File: src/rtl/fifo_rt_pkg.sv
// Shared types for the replay FIFO.
package fifo_rt_pkg;
    typedef enum logic {
        MODE_STD  = 1'b0,
        MODE_FWFT = 1'b1
    } rd_mode_e;
endpackage

File: src/rtl/fifo_rt_store.sv
// Storage array: one synchronous write port and one combinational read port.
// Assumes the controller never writes a slot that is still retained.
// The array has no reset; the output register masks its undefined contents.
module fifo_rt_store #(
    parameter int W     = 18,
    parameter int DEPTH = 16,
    localparam int AW   = $clog2(DEPTH)
) (
    input  logic          clk,
    input  logic          we,
    input  logic [AW-1:0] waddr,
    input  logic [W-1:0]  wdata,
    input  logic [AW-1:0] raddr,
    output logic [W-1:0]  rdata
);
    logic [W-1:0] mem [DEPTH];

    // Commit an accepted write.
    always_ff @(posedge clk) begin
        if (we) mem[waddr] <= wdata;
    end

    assign rdata = mem[raddr];
endmodule

File: src/rtl/fifo_rt_ctrl.sv
// Pointer and count controller. It tracks the head (read) pointer, the write
// pointer, the number of unread words, and an optional mark with the span of
// words retained from the mark to the write pointer.
// Assumes DEPTH is a power of two, so the pointers wrap naturally.
module fifo_rt_ctrl #(
    parameter int DEPTH = 16,
    localparam int AW   = $clog2(DEPTH),
    localparam int CW   = AW + 1
) (
    input  logic          clk,
    input  logic          rst_n,
    input  logic          acc_en,
    input  logic          wr_req,
    input  logic          rd_req,
    input  logic          mark_req,
    input  logic          rexmit_req,
    output logic          wr_go,
    output logic          rd_go,
    output logic [AW-1:0] wr_ptr,
    output logic [AW-1:0] rd_ptr,
    output logic [AW-1:0] rd_ptr_nxt,
    output logic          cnt_nxt_nz,
    output logic          empty,
    output logic          full,
    output logic          half_full
);
    localparam logic [CW-1:0] FULL_CNT = CW'(DEPTH);
    localparam logic [CW-1:0] HALF_CNT = CW'(DEPTH / 2);

    logic [CW-1:0] cnt, cnt_nxt;
    logic [CW-1:0] span, span_nxt;
    logic [AW-1:0] mark_ptr;
    logic          marked;
    logic          rex_go;

    assign empty     = (cnt == '0);
    assign full      = marked ? (span == FULL_CNT) : (cnt == FULL_CNT);
    assign half_full = (cnt > HALF_CNT);

    assign rex_go = rexmit_req & marked;
    assign wr_go  = wr_req & acc_en & ~full;
    assign rd_go  = rd_req & acc_en & ~empty & ~rex_go;

    // Next head position: rewind, advance or hold.
    always_comb begin
        if (rex_go)     rd_ptr_nxt = mark_ptr;
        else if (rd_go) rd_ptr_nxt = rd_ptr + AW'(1);
        else            rd_ptr_nxt = rd_ptr;
    end

    // Next unread count and retained span.
    always_comb begin
        if (rex_go) begin
            cnt_nxt  = span + CW'(wr_go);
            span_nxt = span + CW'(wr_go);
        end else begin
            cnt_nxt = cnt + CW'(wr_go) - CW'(rd_go);
            if (mark_req)    span_nxt = cnt + CW'(wr_go);
            else if (marked) span_nxt = span + CW'(wr_go);
            else             span_nxt = span;
        end
    end

    assign cnt_nxt_nz = (cnt_nxt != '0);

    // Register the pointers, counts and mark state.
    always_ff @(posedge clk) begin
        if (!rst_n) begin
            wr_ptr   <= '0;
            rd_ptr   <= '0;
            cnt      <= '0;
            span     <= '0;
            mark_ptr <= '0;
            marked   <= 1'b0;
        end else begin
            if (wr_go) wr_ptr <= wr_ptr + AW'(1);
            rd_ptr <= rd_ptr_nxt;
            cnt    <= cnt_nxt;
            span   <= span_nxt;
            if (mark_req && !rex_go) begin
                mark_ptr <= rd_ptr;
                marked   <= 1'b1;
            end
        end
    end
endmodule

File: src/rtl/fifo_rt_oreg.sv
// Output register. Standard mode loads the head word on an accepted read.
// Fall-through mode reloads the next head every cycle while words remain,
// and raises the ready flag together with the data.
// Assumes the write bypass is signalled when the next head is being written.
module fifo_rt_oreg
    import fifo_rt_pkg::*;
#(
    parameter int W = 18
) (
    input  logic         clk,
    input  logic         rst_n,
    input  rd_mode_e     mode,
    input  logic         rd_go,
    input  logic         cnt_nxt_nz,
    input  logic         byp,
    input  logic [W-1:0] wr_data,
    input  logic [W-1:0] mem_q,
    output logic [W-1:0] q,
    output logic         ready
);
    // Load the output word and the ready flag.
    always_ff @(posedge clk) begin
        if (!rst_n) begin
            q     <= '0;
            ready <= 1'b0;
        end else if (mode == MODE_FWFT) begin
            ready <= cnt_nxt_nz;
            if (cnt_nxt_nz) q <= byp ? wr_data : mem_q;
        end else begin
            ready <= 1'b0;
            if (rd_go) q <= mem_q;
        end
    end
endmodule

File: src/rtl/fifo_rt.sv
// Top of the replay FIFO. It latches the read mode during reset and wires
// the controller, the storage and the output register together. The status
// outputs are steered by mode.
// Assumes a single clock and DEPTH a power of two.
module fifo_rt
    import fifo_rt_pkg::*;
#(
    parameter int W     = 18,
    parameter int DEPTH = 16
) (
    input  logic         clk,
    input  logic         rst_n,
    input  logic         fwft_sel,
    input  logic         mem_acc_en,
    input  logic         wr_en,
    input  logic [W-1:0] wr_data,
    input  logic         rd_en,
    output logic [W-1:0] rd_data,
    input  logic         mark,
    input  logic         rexmit,
    output logic         stat_out,
    output logic         stat_in,
    output logic         half_full
);
    localparam int AW = $clog2(DEPTH);

    rd_mode_e      mode_r;
    logic          wr_go, rd_go, cnt_nxt_nz, empty, full, ready, byp;
    logic [AW-1:0] wr_ptr, rd_ptr, rd_ptr_nxt, rd_addr;
    logic [W-1:0]  mem_q;

    // Capture the mode while reset is held.
    always_ff @(posedge clk) begin
        if (!rst_n) mode_r <= rd_mode_e'(fwft_sel);
    end

    fifo_rt_ctrl #(.DEPTH(DEPTH)) ctrl_i (
        .clk        (clk),
        .rst_n      (rst_n),
        .acc_en     (mem_acc_en),
        .wr_req     (wr_en),
        .rd_req     (rd_en),
        .mark_req   (mark),
        .rexmit_req (rexmit),
        .wr_go      (wr_go),
        .rd_go      (rd_go),
        .wr_ptr     (wr_ptr),
        .rd_ptr     (rd_ptr),
        .rd_ptr_nxt (rd_ptr_nxt),
        .cnt_nxt_nz (cnt_nxt_nz),
        .empty      (empty),
        .full       (full),
        .half_full  (half_full)
    );

    assign rd_addr = (mode_r == MODE_FWFT) ? rd_ptr_nxt : rd_ptr;
    assign byp     = wr_go && (rd_addr == wr_ptr);

    fifo_rt_store #(.W(W), .DEPTH(DEPTH)) store_i (
        .clk   (clk),
        .we    (wr_go),
        .waddr (wr_ptr),
        .wdata (wr_data),
        .raddr (rd_addr),
        .rdata (mem_q)
    );

    fifo_rt_oreg #(.W(W)) oreg_i (
        .clk        (clk),
        .rst_n      (rst_n),
        .mode       (mode_r),
        .rd_go      (rd_go),
        .cnt_nxt_nz (cnt_nxt_nz),
        .byp        (byp),
        .wr_data    (wr_data),
        .mem_q      (mem_q),
        .q          (rd_data),
        .ready      (ready)
    );

    assign stat_out = (mode_r == MODE_FWFT) ? ready  : empty;
    assign stat_in  = (mode_r == MODE_FWFT) ? ~full  : full;
endmodule

File: config.mk
export PLATFORM = sky130hd
export DESIGN_NAME = fifo_rt
export DESIGN_NICKNAME = d
export VERILOG_FILES = /design/src/rtl/fifo_rt_pkg.sv /design/src/rtl/fifo_rt_store.sv /design/src/rtl/fifo_rt_ctrl.sv /design/src/rtl/fifo_rt_oreg.sv /design/src/rtl/fifo_rt.sv
export SDC_FILE = /design/constraint.sdc
export NUM_CORES = 1
export LEC_CHECK = 0
export ABC_AREA = 1
export BUFFER_PORTS_ARGS = -buffer_cell sky130_fd_sc_hd__buf_2
export CAP_MARGIN = 15
export CORE_ASPECT_RATIO = 0.9
export CORE_MARGIN = 4
export CORE_UTILIZATION = 55
export CTS_CLUSTER_DIAMETER = 150
export DETAILED_ROUTE_END_ITERATION = 12
export GPL_TIMING_DRIVEN = 0
export PLACE_DENSITY = 0.75
export REMOVE_ABC_BUFFERS = 1
export SLEW_MARGIN = 15
export SYNTH_ARGS = -nofsm -noshare
export SYNTH_HDL_FRONTEND = slang
export SYNTH_SLANG_ARGS = --single-unit
File: constraint.sdc
create_clock -name clk -period 3.05 [get_ports clk]
set_clock_uncertainty 0.15 [all_clocks]
set_input_delay 0.61 -clock clk [delete_from_list [all_inputs] [get_ports clk]]
set_output_delay 0.61 -clock clk [all_outputs]
set_load 0.02 [all_outputs]
# Word level (Yosys, flattened, before mapping)
# Memory sizes are Yosys's and may differ from the RTL's.
# Cells that the tools add are included.
[op_classes] add_sub_neg=5 n_lt_le_gt_ge=1 n_eq_ne=4 mux=16 bitwise=9 reduce_logical=9
[op_table] op="18-bit two-way mux" count=4
[op_table] op="5-bit two-way mux" count=4
[op_table] op="4-bit two-way mux" count=3
[op_table] op="5-bit by 1-bit adder with 5-bit output" count=2
[op_table] op="5-bit equality test, second input constant" count=2
[op_table] op="4-bit by 1-bit adder with 4-bit output, second input constant" count=2
[op_table] op="1-bit bitwise AND" count=6
[op_table] op="5-bit by 4-bit > comparator with 1-bit output, second input constant" count=1
[op_table] op="5-bit logical NOT" count=1
[op_table] op="1-bit two-way mux" count=5
[op_table] op="5-bit nonzero test" count=1
[op_table] op="5-bit by 1-bit subtractor with 5-bit output" count=1
[op_table] op="4-bit equality test" count=1
[op_table] op="2-bit AND reduction" count=2
[op_table] op="1-bit inverter" count=3
[op_table] op="3-bit nonzero test" count=1
[op_table] op="1-bit logical AND" count=2
[op_table] op="2-bit by 1-bit inequality test with 1-bit output, second input constant" count=1
[op_table] op="2-bit nonzero test" count=1
[op_table] op="1-bit logical NOT" count=1
[word_totals] register_bits=43 ram_bits=288 inputBits=26 mem_count=1
[mem_list] name="store_i.mem" words=16 width=18 read_ports=1 rd_clocked_by_memory_dff=0 write_ports=1 line="fifo_rt_store.sv:16" rtl="logic [W-1:0] mem [DEPTH];"

# Logic depth before layout (Yosys ltp)
# Gate-level depths: netlist (run 1).
[logic_depth] depth_word=12 depth_mapped=19 depth_no_buf=18

# Cells and area by module
# A second synthesis (run 1) with hierarchy kept.
[unflattened] hier_cells=1610 area_unflattened_um2=15213.3
[modules_own_cells] module="fifo_rt_store" n_inst=1 cells_each=1185 area_per_inst_um2=12401.9 seq_area_each_um2=8648.3
[modules_own_cells] module="fifo_rt_ctrl" n_inst=1 cells_each=207 area_per_inst_um2=1423.9 seq_area_each_um2=460.4
[modules_own_cells] module="fifo_rt_oreg" n_inst=1 cells_each=182 area_per_inst_um2=1167.4 seq_area_each_um2=380.4
[modules_own_cells] module="fifo_rt" n_inst=1 cells_each=36 area_per_inst_um2=220.2 seq_area_each_um2=30.0

# Least setup slack after synthesis (run 1)
# Ideal clock, no wire load.
[synth_path] kind="in2reg" from="input mem_acc_en" to="register oreg_i.q[0]" setup_time_ns=0.132 arrival_ns=2.881 t_required_ns=2.768 slack_ns=-0.113 stages=16 cell_sequence="nand4_1 inv_1 ha_1 ha_1 inv_1 ha_1 and3_1 nand2_1 xnor2_1 o21ai_1 nand4_1 a21oi_4 buf_2 nor2_1 nand2_1 a21oi_1"
[synth_rtl] item="from (decl)" line="fifo_rt.sv:14" rtl="input logic mem_acc_en,"
[synth_rtl] item="1-bit bitwise AND * (2 in series)" line="fifo_rt_ctrl.sv:41" rtl="assign wr_go = wr_req & acc_en & ~full;"
[synth_rtl] item="via ctrl_i.wr_go" line="fifo_rt_ctrl.sv:17" rtl="output logic wr_go,"
[synth_rtl] item="5-bit by 1-bit adder with 5-bit output" line="fifo_rt_ctrl.sv:57" rtl="cnt_nxt = cnt + CW'(wr_go) - CW'(rd_go);"
[synth_rtl] item="5-bit by 1-bit subtractor with 5-bit output" line="fifo_rt_ctrl.sv:57"
[synth_rtl] item="5-bit two-way mux" line="fifo_rt_ctrl.sv:53" rtl="if (rex_go) begin"
[synth_rtl] item="5-bit nonzero test" line="fifo_rt_ctrl.sv:64" rtl="assign cnt_nxt_nz = (cnt_nxt != '0);"
[synth_rtl] item="2-bit by 1-bit inequality test with 1-bit output (no line)"
[synth_rtl] item="2-bit AND reduction (no line)"
[synth_rtl] item="to (signal assigned)" line="fifo_rt_oreg.sv:28" rtl="if (cnt_nxt_nz) q <= byp ? wr_data : mem_q;"
[synth_rtl] item="to (signal assigned)" line="fifo_rt_oreg.sv:31" rtl="if (rd_go) q <= mem_q;"
[synth_rtl] item="to (decl)" line="fifo_rt_oreg.sv:18" rtl="output logic [W-1:0] q,"
# The timed path passes the listed nets; every way through them passes the cells marked *. The select of a mux whose other input is x is not followed.
# A chain may end at the register's enable or synchronous reset.

# Final worst setup path (run 1)
[layout_path] from="register ctrl_i.marked" to="register oreg_i.q[13]"
[layout_rtl] item="from (decl)" line="fifo_rt_ctrl.sv:33" rtl="logic marked;"
[layout_rtl] item="from (signal assigned)" line="fifo_rt_ctrl.sv:74" rtl="marked <= 1'b0;"
[layout_rtl] item="from (signal assigned)" line="fifo_rt_ctrl.sv:82" rtl="marked <= 1'b1;"
[layout_rtl] item="1-bit two-way mux *" line="fifo_rt_ctrl.sv:37" rtl="assign full = marked ? (span == FULL_CNT) : (cnt == FULL_CNT);"
[layout_rtl] item="1-bit inverter *" line="fifo_rt_ctrl.sv:41"
[layout_rtl] item="1-bit bitwise AND *" line="fifo_rt_ctrl.sv:41"
[layout_rtl] item="via ctrl_i.wr_go" line="fifo_rt_ctrl.sv:17"
[layout_rtl] item="5-bit by 1-bit adder with 5-bit output" line="fifo_rt_ctrl.sv:57"
[layout_rtl] item="5-bit by 1-bit subtractor with 5-bit output" line="fifo_rt_ctrl.sv:57"
[layout_rtl] item="5-bit two-way mux" line="fifo_rt_ctrl.sv:53"
[layout_rtl] item="5-bit nonzero test" line="fifo_rt_ctrl.sv:64"
[layout_rtl] item="2-bit by 1-bit inequality test with 1-bit output (no line)"
[layout_rtl] item="2-bit AND reduction (no line)"
# Marks and branches as above.

==> results.md, run 1 <==
* Type of the worst setup path: reg2reg
* Iteration-0 DRC count of the detailed router at 1,342
* Starting Density at 0.559
* Setup-violating endpoint count in the final report at 19
* Most frequently used cell type in the post-synthesis netlist: nand3_1
* Fraction of layout cells with a size suffix above 1 at 0.141
* Leftover overflow at the end of global routing at 0
* Number of buffers added by the clock tree synthesis step at 35
* Avg Inst Size Synth at 10.1 um^2
* Violations in the final reports: negative setup slack
* Post-Layout Cell Count at 1,939
* Final worst path period share at 1.15
* Top FF cell, synth: edfxtp_1
* CTS root buffer: clkbuf_16
* Synth area leaders: edfxtp_1, nand3_1, inv_1, nand2_1, dfxtp_1
* Half-perimeter wire length of the detailed placement result at 19.4 mm
* Area share of fa/ha/maj cells after synthesis at 0.00910
* TritonCTS clock tree: built
* Router iterations before antenna repair at 7
* Relative slew slack at 0.420
* Required time of the worst setup path at 3.26 ns
* Synth cell count leaders: nand3_1, edfxtp_1, inv_1
* Wire per inst at 21.2 um
* Type of element launching the critical path: register
* Arr. time, crit path at 3.70 ns
* Horizontal die dimension at 183 um
* Hold depth at 1
* Insertion delay to the later sink of the worst-skew pair at 0.52 ns
* Maximum level of the CTS H-tree at 2
* Total of max-cap violations at 0
* Largest net degree at the start of global routing at 71
* Post-route minimum period at 3.49 ns
* Number of buffers added to fix hold violations after cts at 0
* Count of vias placed by the detailed router at 11,400
* GRT Overall Usage at 0.267
* Library cell occupying the most area in the post-synthesis netlist: edfxtp_1
* Worst Hold Slack at 0.115 ns
* Worst-margin pin slew at 0.868 ns
* FFs w/ async S/R, synth at 0
* I/O pin cnt at 47
* Die Footprint at 30,200 um^2
* Distinct cells, synth at 38
* Part of the Yosys area used for sequential elements at 0.630
* Setup repair after global routing missed its margin: true
* Cell area after layout at 17,700 um^2
* Clock sink count at 331
* Post-route core utilization at 0.655
* Post-Place Cells at 1,831
* Count of mapped cells out of synthesis at 1,499
* Multiplexer share of the synthesized area at 0.000662
* Overall power consumption at 11.5 mW
* Number of standard-cell rows in the floorplan at 57
* Max Transition Viols Final at 0
* Leakage power total at 7.24 nW
* Combinational family with the most area after synthesis: simple AND/OR/NAND/NOR gates
* Compound-cell area share of the yosys netlist at 0.0209
* Aggregate routed wire length at 41.1 mm
* Power per Cell Area at 652 nW/um^2
* Clock-pin slew on the worst setup and hold paths at 0.06 ns
* Worst ir drop on vdd at 0.308 mV
* Antenna viol nets, final at 0
* Nets at 1,596
* Post-placement worst setup slack at -1.48 ns
* Worst-case reg-to-reg path depth at 18
* Wire length of the first global-routing pass at 61.4 mm
* Number of enable-type register cells in the synthesized netlist at 289
* Warning count from the yosys run at 0
* Highest net fanout along the worst path at 6
* Synthesized flop and latch total at 331
* Accumulated negative setup slack at -6.99 ns
* Worst min path class: in2reg
* Placeable core region at 27,000 um^2
* Number of design rule violations left after detail routing at 0
* Vias per inst at 5.87
* Gpl congestion at 0.818
* Bufs on Longest Clock Path at 3
* Worst Setup End Kind: register
* Number of failing hold endpoints at the final stage at 0
* Run status: complete, but fails checks
* Synth Area in XOR/XNOR at 0.00579
* Fraction of synthesized cell area taken by the top area cell type at 0.574
* Peak clock frequency supported by timing at 0.286 GHz
* Initial antenna violation count at 0
* Die height at 165 um
* Area grow syn2layout at 17.2%
* Cell area reported after detailed placement at 15,900 um^2
* Simple logic cell fraction of the synthesized area at 0.241
* Vias in the first global route at 11,000
* Total of buffers placed on input and output ports at 46
* Summed instance area of the synthesized netlist at 15,100 um^2
* Final WS setup at -0.443 ns
[placed cells by master (no fill, tap or decap), types with 3 or more instances in the layout]
cell type and instances:
nand3_1 364, edfxtp_1 289, inv_1 240, nand2_1 217, nand3b_1 72, nor2_1 51, buf_2 45, clkbuf_16 37
dfxtp_1 36, a21oi_1 34, buf_4 30, nor2_4 21, buf_16 15, o21ai_0 12, clkbuf_1 9, inv_2 7
nand2_4 7, ha_1 7, buf_12 7, nand2_2 6, xor2_1 6, clkinv_1 6, nor2_2 5, nand4_1 4
xnor2_1 4, ha_4 4, clkinv_2 4, clkbuf_8 4, dfxtp_2 4, nand3_2 3, nand3_4 3, bufbuf_16 3
[kinds of logic (layout without fill, tap and decap cells)]
logic type      after synthesis  count (layout)
flops                       331             331
simple gates                756             761
mux                           1               1
other cells                   0               1
fa+ha+maj                    11              11
compound gates               56              56
xor+xnor                     10              10
buf+inv                     334             414
[power by group]
part | switching [mW] | total (mW) | internal [mW] | leakage [nW]
Clock | 1.70 | 4.10 | 2.39 | 0.535
Combinational | 1.48 | 2.35 | 0.870 | 3.75
Sequential | 0.0639 | 5.10 | 5.03 | 2.95
Total | 3.25 | 11.5 | 8.29 | 7.24
[final timing paths]
| path | from | to | slack (ns) |
|---|---|---|---|
| worst max-delay path | ctrl_i.marked | oreg_i.q[13] | -0.44 |
| worst max register to register | ctrl_i.marked | oreg_i.q[13] | -0.44 |
| worst min register to register | oreg_i.q[13] | oreg_i.q[13] | 0.31 |
| worst min-delay path | fwft_sel | mode_r | 0.11 |
[critical path, cell delays in order, from the launching register on]
cell	delay [ns]
dfxtp_4	0.37
nor3_4	0.21
nand2_2	0.11
nand4_1	0.19
inv_2	0.10
ha_4	0.18
ha_4	0.28
inv_4	0.04
ha_4	0.15
and3_4	0.19
o31ai_1	0.32
nand4_1	0.25
a21oi_4	0.20
buf_12	0.16
buf_12	0.13
buf_16	0.13
nor2_4	0.03
nand2_1	0.06
a21oi_1	0.06
[cell type report]
cell class                 count  area [um^2]
timing repair buffer         103         1140
sequential                   331         9530
multi-input combinational    839         4570
tap                          354          443
fill                        1904         9310
inverter                     249          940
clock inverter                12         77.6
clock buffer                  50         1010
antenna                        1         2.50
[layer usage]
metal	global-route usage	share of wire
met4	0.118	0.044
met1	0.335	0.37
met3	0.0528	0.10
met5	0	0
met2	0.454	0.48
[flip-flops by register name, indices dropped and copies added (netlist names)]
signal	flops
ctrl_i.rd_ptr	4
ctrl_i.mark_ptr	4
oreg_i.q	18
store_i.mem	288
ctrl_i.marked	1
ctrl_i.span	5
mode_r	1
ctrl_i.wr_ptr	4
ctrl_i.cnt	5
oreg_i.ready	1
[timing repair]
item                                   in CTS  in global routing
buffers inserted                           33                  4
pin swaps                                  35                 12
endpoints found under the hold margin       0                  0
setup endpoints to repair                  19                 21
gates cloned                               11                  0
resized for setup                          43                 11
Note: power is estimated with default switching activity, not from simulation.
==> inputs of run 2 (changes only) <==
- ABC_AREA: 1 -> 0
- CORE_UTILIZATION: 55 -> 45
- PLACE_DENSITY: 0.75 -> unset
==> run 2 against run 1 <==
  * The flow now finishes without violations
  * Area after synthesis is 8.5% lower
  * Sequential cell count did not move
  * Synthesized cell count fell by 32%
  * Clock power grew 7.8%
  * Final cell count down 20%
  * Critical path depth down 4
  * Core utilization decreased by 8.6 points
  * Die area up 11%
  * Largest cell class unchanged
  * Highest routed layer unchanged
==> results.md, run 2 <==
* Die Footprint at 33,600 um^2 (+11%)
* Hold depth at 1 (unchanged)
* Net switching fraction of the power at 0.271 (-0.0102)
* Combinational family with the most area after synthesis: compound AO/OA/AOI/OAI gates
* Area share of fa/ha/maj cells after synthesis at 0.00995 (+0.000844)
* Reg2Reg Launch Point: ctrl_i.span[1]
* Synth Area in XOR/XNOR at 0.0127 (+0.00687)
* Horizontal die dimension at 193 um (+5.5%)
* Number of flip-flops in the largest register at 288 (unchanged)
* # diodes at 0 (-1)
* Vias per inst at 6.13 (+4.4%)
* Type of element launching the critical path: register
* Bufs on Longest Clock Path at 3 (unchanged)
* Clock network power share at 0.377 (+0.022)
* Internal reg-to-reg setup slack at 0.04 ns (+0.48 ns)
* Worst ir drop on vdd at 0.454 mV (+47%)
* Run status: complete, no violations
* Most used cells in the layout excluding fill and tap cells: edfxtp_1, nand2_1, a32oi_1
* Most frequently used cell type in the post-synthesis netlist: edfxtp_1
* Slowest cell on crit path: dfxtp_4
* Library cell occupying the most area in the post-synthesis netlist: edfxtp_1
* Total of buffers placed on input and output ports at 46 (unchanged)
* Peak clock frequency supported by timing at 0.332 GHz (+16%)
* Clock sink count at 331 (unchanged)
* Number of buffers added to fix hold violations after cts at 0 (unchanged)
* Initial antenna violation count at 1 (+1)
* Fraction of layout cells with a size suffix above 1 at 0.239 (+0.0975)
* Required time of the worst setup path at 3.28 ns (+0.02 ns)
* CTS root buffer: clkbuf_16
* Post-route minimum period at 3.01 ns (-0.482 ns)
* Type of the worst setup path: reg2reg
* Cell Chain, Critical Path: nor4_4, a221oi_4, ha_4, ha_4, xnor2_4, buf_6, xnor2_2, o21ai_2, and3_4, a31oi_4, buf_12, buf_12, clkbuf_16, a31oi_4
* Final WS setup at 0.0388 ns (+0.482 ns)
* Combined buffer and inverter count along the critical path at 4 (-1)
* Summed instance area of the synthesized netlist at 13,800 um^2 (-8.5%)
* Cell area after layout at 17,100 um^2 (-3.3%)
* Number of enable-type register cells in the synthesized netlist at 289 (unchanged)
* Top FF cell, synth: edfxtp_1
* Final worst path period share at 0.987 (-0.158)
* Cell area reported after detailed placement at 14,700 um^2 (-7.5%)
* Aggregate routed wire length at 40.9 mm (-0.28%)
* Worst-case reg-to-reg path depth at 14 (-4)
* Clock-pin slew on the worst setup and hold paths at 0.06 ns (about the same)
* GRT Overall Usage at 0.228 (-0.0393)
* Number of buffers added by the clock tree synthesis step at 35 (unchanged)
* Worst Hold Path EP: mode_r
* Setup crit start: ctrl_i.span[1]
* Post-placement worst setup slack at -1.81 ns (-0.333 ns)
* Insertion delay to the later sink of the worst-skew pair at 0.52 ns (about the same)
* Count of vias placed by the detailed router at 9,549 (-16%)
* Leakage power total at 5.78 nW (-20%)
* Vias in the first global route at 8,822 (-20%)
* TritonCTS clock tree: built
* Distinct cells, synth at 59 (+55%)
* Worst min path class: in2reg
* Synthesized flop and latch total at 331 (unchanged)
* Half-perimeter wire length of the detailed placement result at 19.7 mm (+1.5%)
* Avg Inst Size Synth at 13.5 um^2 (+34%)
* Post-Place Cells at 1,424 (-22%)
* Hold wc startpoint: fwft_sel
* Warning count from the yosys run at 0 (unchanged)
* Post-Layout Cell Count at 1,558 (-20%)
* Die height at 174 um (+5.5%)
* Highest net fanout along the worst path at 8 (+2)
* Antenna viol nets, final at 0 (unchanged)
* Biggest register: store_i.mem
* Starting Density at 0.460 (-0.0998)
* Setup repair after global routing missed its margin: true
* Max Transition Viols Final at 0 (unchanged)
* Most common cell after layout, fill and taps aside: edfxtp_1
* Biggest regs: store_i.mem x288, oreg_i.q x18
* Gpl congestion at 0.808 (-1.2%)
* Number of failing hold endpoints at the final stage at 0 (unchanged)
* Router iterations before antenna repair at 5 (-2)
* Internal power component at 8.55 mW (+3.0%)
* Largest net degree at the start of global routing at 53 (-25%)
* Synth cell count leaders: edfxtp_1, nand2_1, a32oi_1
* Maximum level of the CTS H-tree at 2 (unchanged)
* Multiplexer share of the synthesized area at 0.0335 (+0.0329)
* Arr. time, crit path at 3.25 ns (-0.45 ns)
* Peak per-stage delay on the critical path at 0.37 ns (about the same)
* Power per Cell Area at 684 nW/um^2 (+5.0%)
* Worst Setup End Kind: register
* Total of max-cap violations at 0 (unchanged)
* Count of mapped cells out of synthesis at 1,024 (-32%)
* Fraction of synthesized cell area taken by the top area cell type at 0.627 (+0.0532)
* Number of design rule violations left after detail routing at 0 (unchanged)
* Placeable core region at 30,100 um^2 (+11%)
* Leftover overflow at the end of global routing at 0 (unchanged)
* Nets at 1,165 (-27%)
* Combinational fraction of design power at 0.186 (-0.018)
* I/O pin cnt at 47 (unchanged)
* Relative contribution of sequential cells to total power at 0.437 (-0.004)
* Wire per inst at 26.3 um (+24%)
* Number of standard-cell rows in the floorplan at 60 (+5.3%)
* Part of the Yosys area used for sequential elements at 0.688 (+0.0584)
* Iteration-0 DRC count of the detailed router at 963 (-28%)
* Wire length of the first global-routing pass at 56.7 mm (-7.7%)
* Switching power summed over all nets at 3.18 mW (-2.1%)
* Worst-margin pin slew at 0.850 ns (-0.0184 ns)
* Area grow syn2layout at 23.8%
* Simple logic cell fraction of the synthesized area at 0.0943 (-0.146)
* CP delay by family, top: buffers and inverters
* Relative slew slack at 0.432 (+0.0123)
* Synth area leaders: edfxtp_1, dfxtp_1, nand2_1, a32oi_1, mux2i_1
* End of the worst register-to-register path: oreg_i.q[12]
* FFs w/ async S/R, synth at 0 (unchanged)
* Compound-cell area share of the yosys netlist at 0.131 (+0.110)
* Setup-violating endpoint count in the final report at 0 (-19)
[run 2: layout make-up]
type	instances	area, um^2
multi-input cells	622	4520
clock inverters	18	230
well taps	403	504
inverters	10	37.5
clock buffers	46	968
fillers	2374	13000
repair buffers	128	1330
flip-flops and latches	331	9550
[run 2: through the flow]
stage               setup TNS (ns)  power (mW)  utilization  hold WS (ns)
finish                           0        11.7        0.569         0.134
detailed placement          -58.64        6.72        0.489         0.317
CTS                        -0.0164        11.5        0.551         0.121
global route                -0.586        12.1        0.569         0.125
global placement           -466.51        6.64        0.471         0.306
floorplan                   -33.01        6.09            -         0.295
[run 2: worst max-delay path by stage]
| stage | to | depth (start not counted) |
|---|---|---|
| after floorplan | oreg_i.q[4] | 8 |
| after global placement | oreg_i.q[7] | 9 |
| after detailed placement | oreg_i.q[13] | 11 |
| after CTS | oreg_i.q[10] | 15 |
| after global routing | oreg_i.q[11] | 13 |
| final | oreg_i.q[12] | 14 |
[run 2: power by group through the flow]
| stage | clock [mW] | sequential (mW) | combinational [mW] |
|---|---|---|---|
| CTS | 4.47 | 5.12 | 1.87 |
| global placement | 0 | 5.21 | 1.43 |
| finish | 4.42 | 5.12 | 2.18 |
| global route | 4.65 | 5.13 | 2.29 |
| floorplan | 0 | 5.25 | 0.839 |
| detailed placement | 0 | 5.21 | 1.51 |
[run 2: kinds of logic (layout without fill, tap and decap cells)]
group,after synthesis,after routing
flip-flops,331,331
AND/OR/NAND/NOR,291,299
multiplexers,46,46
buffers and inverters,81,202
adder cells (fa/ha/maj),11,11
AO/OA/AOI/OAI,244,246
XOR/XNOR,20,20
[run 2: routing by layer]
metal	wire (um)	track usage	vias to the layer above
li1	-	-	4238
met1	17200	0.323	4820
met2	19800	0.371	407
met3	2940	0.0335	84
met4	996	0.0570	0
met5	0	0	-
[run 2: what timing repair did]
| action | CTS | global route |
|---|---|---|
| pin swaps | 17 | 18 |
| gates cloned | 9 | 6 |
| setup endpoints to repair | 124 | 25 |
| setup buffers | 34 | 21 |
| gates resized for setup | 43 | 66 |
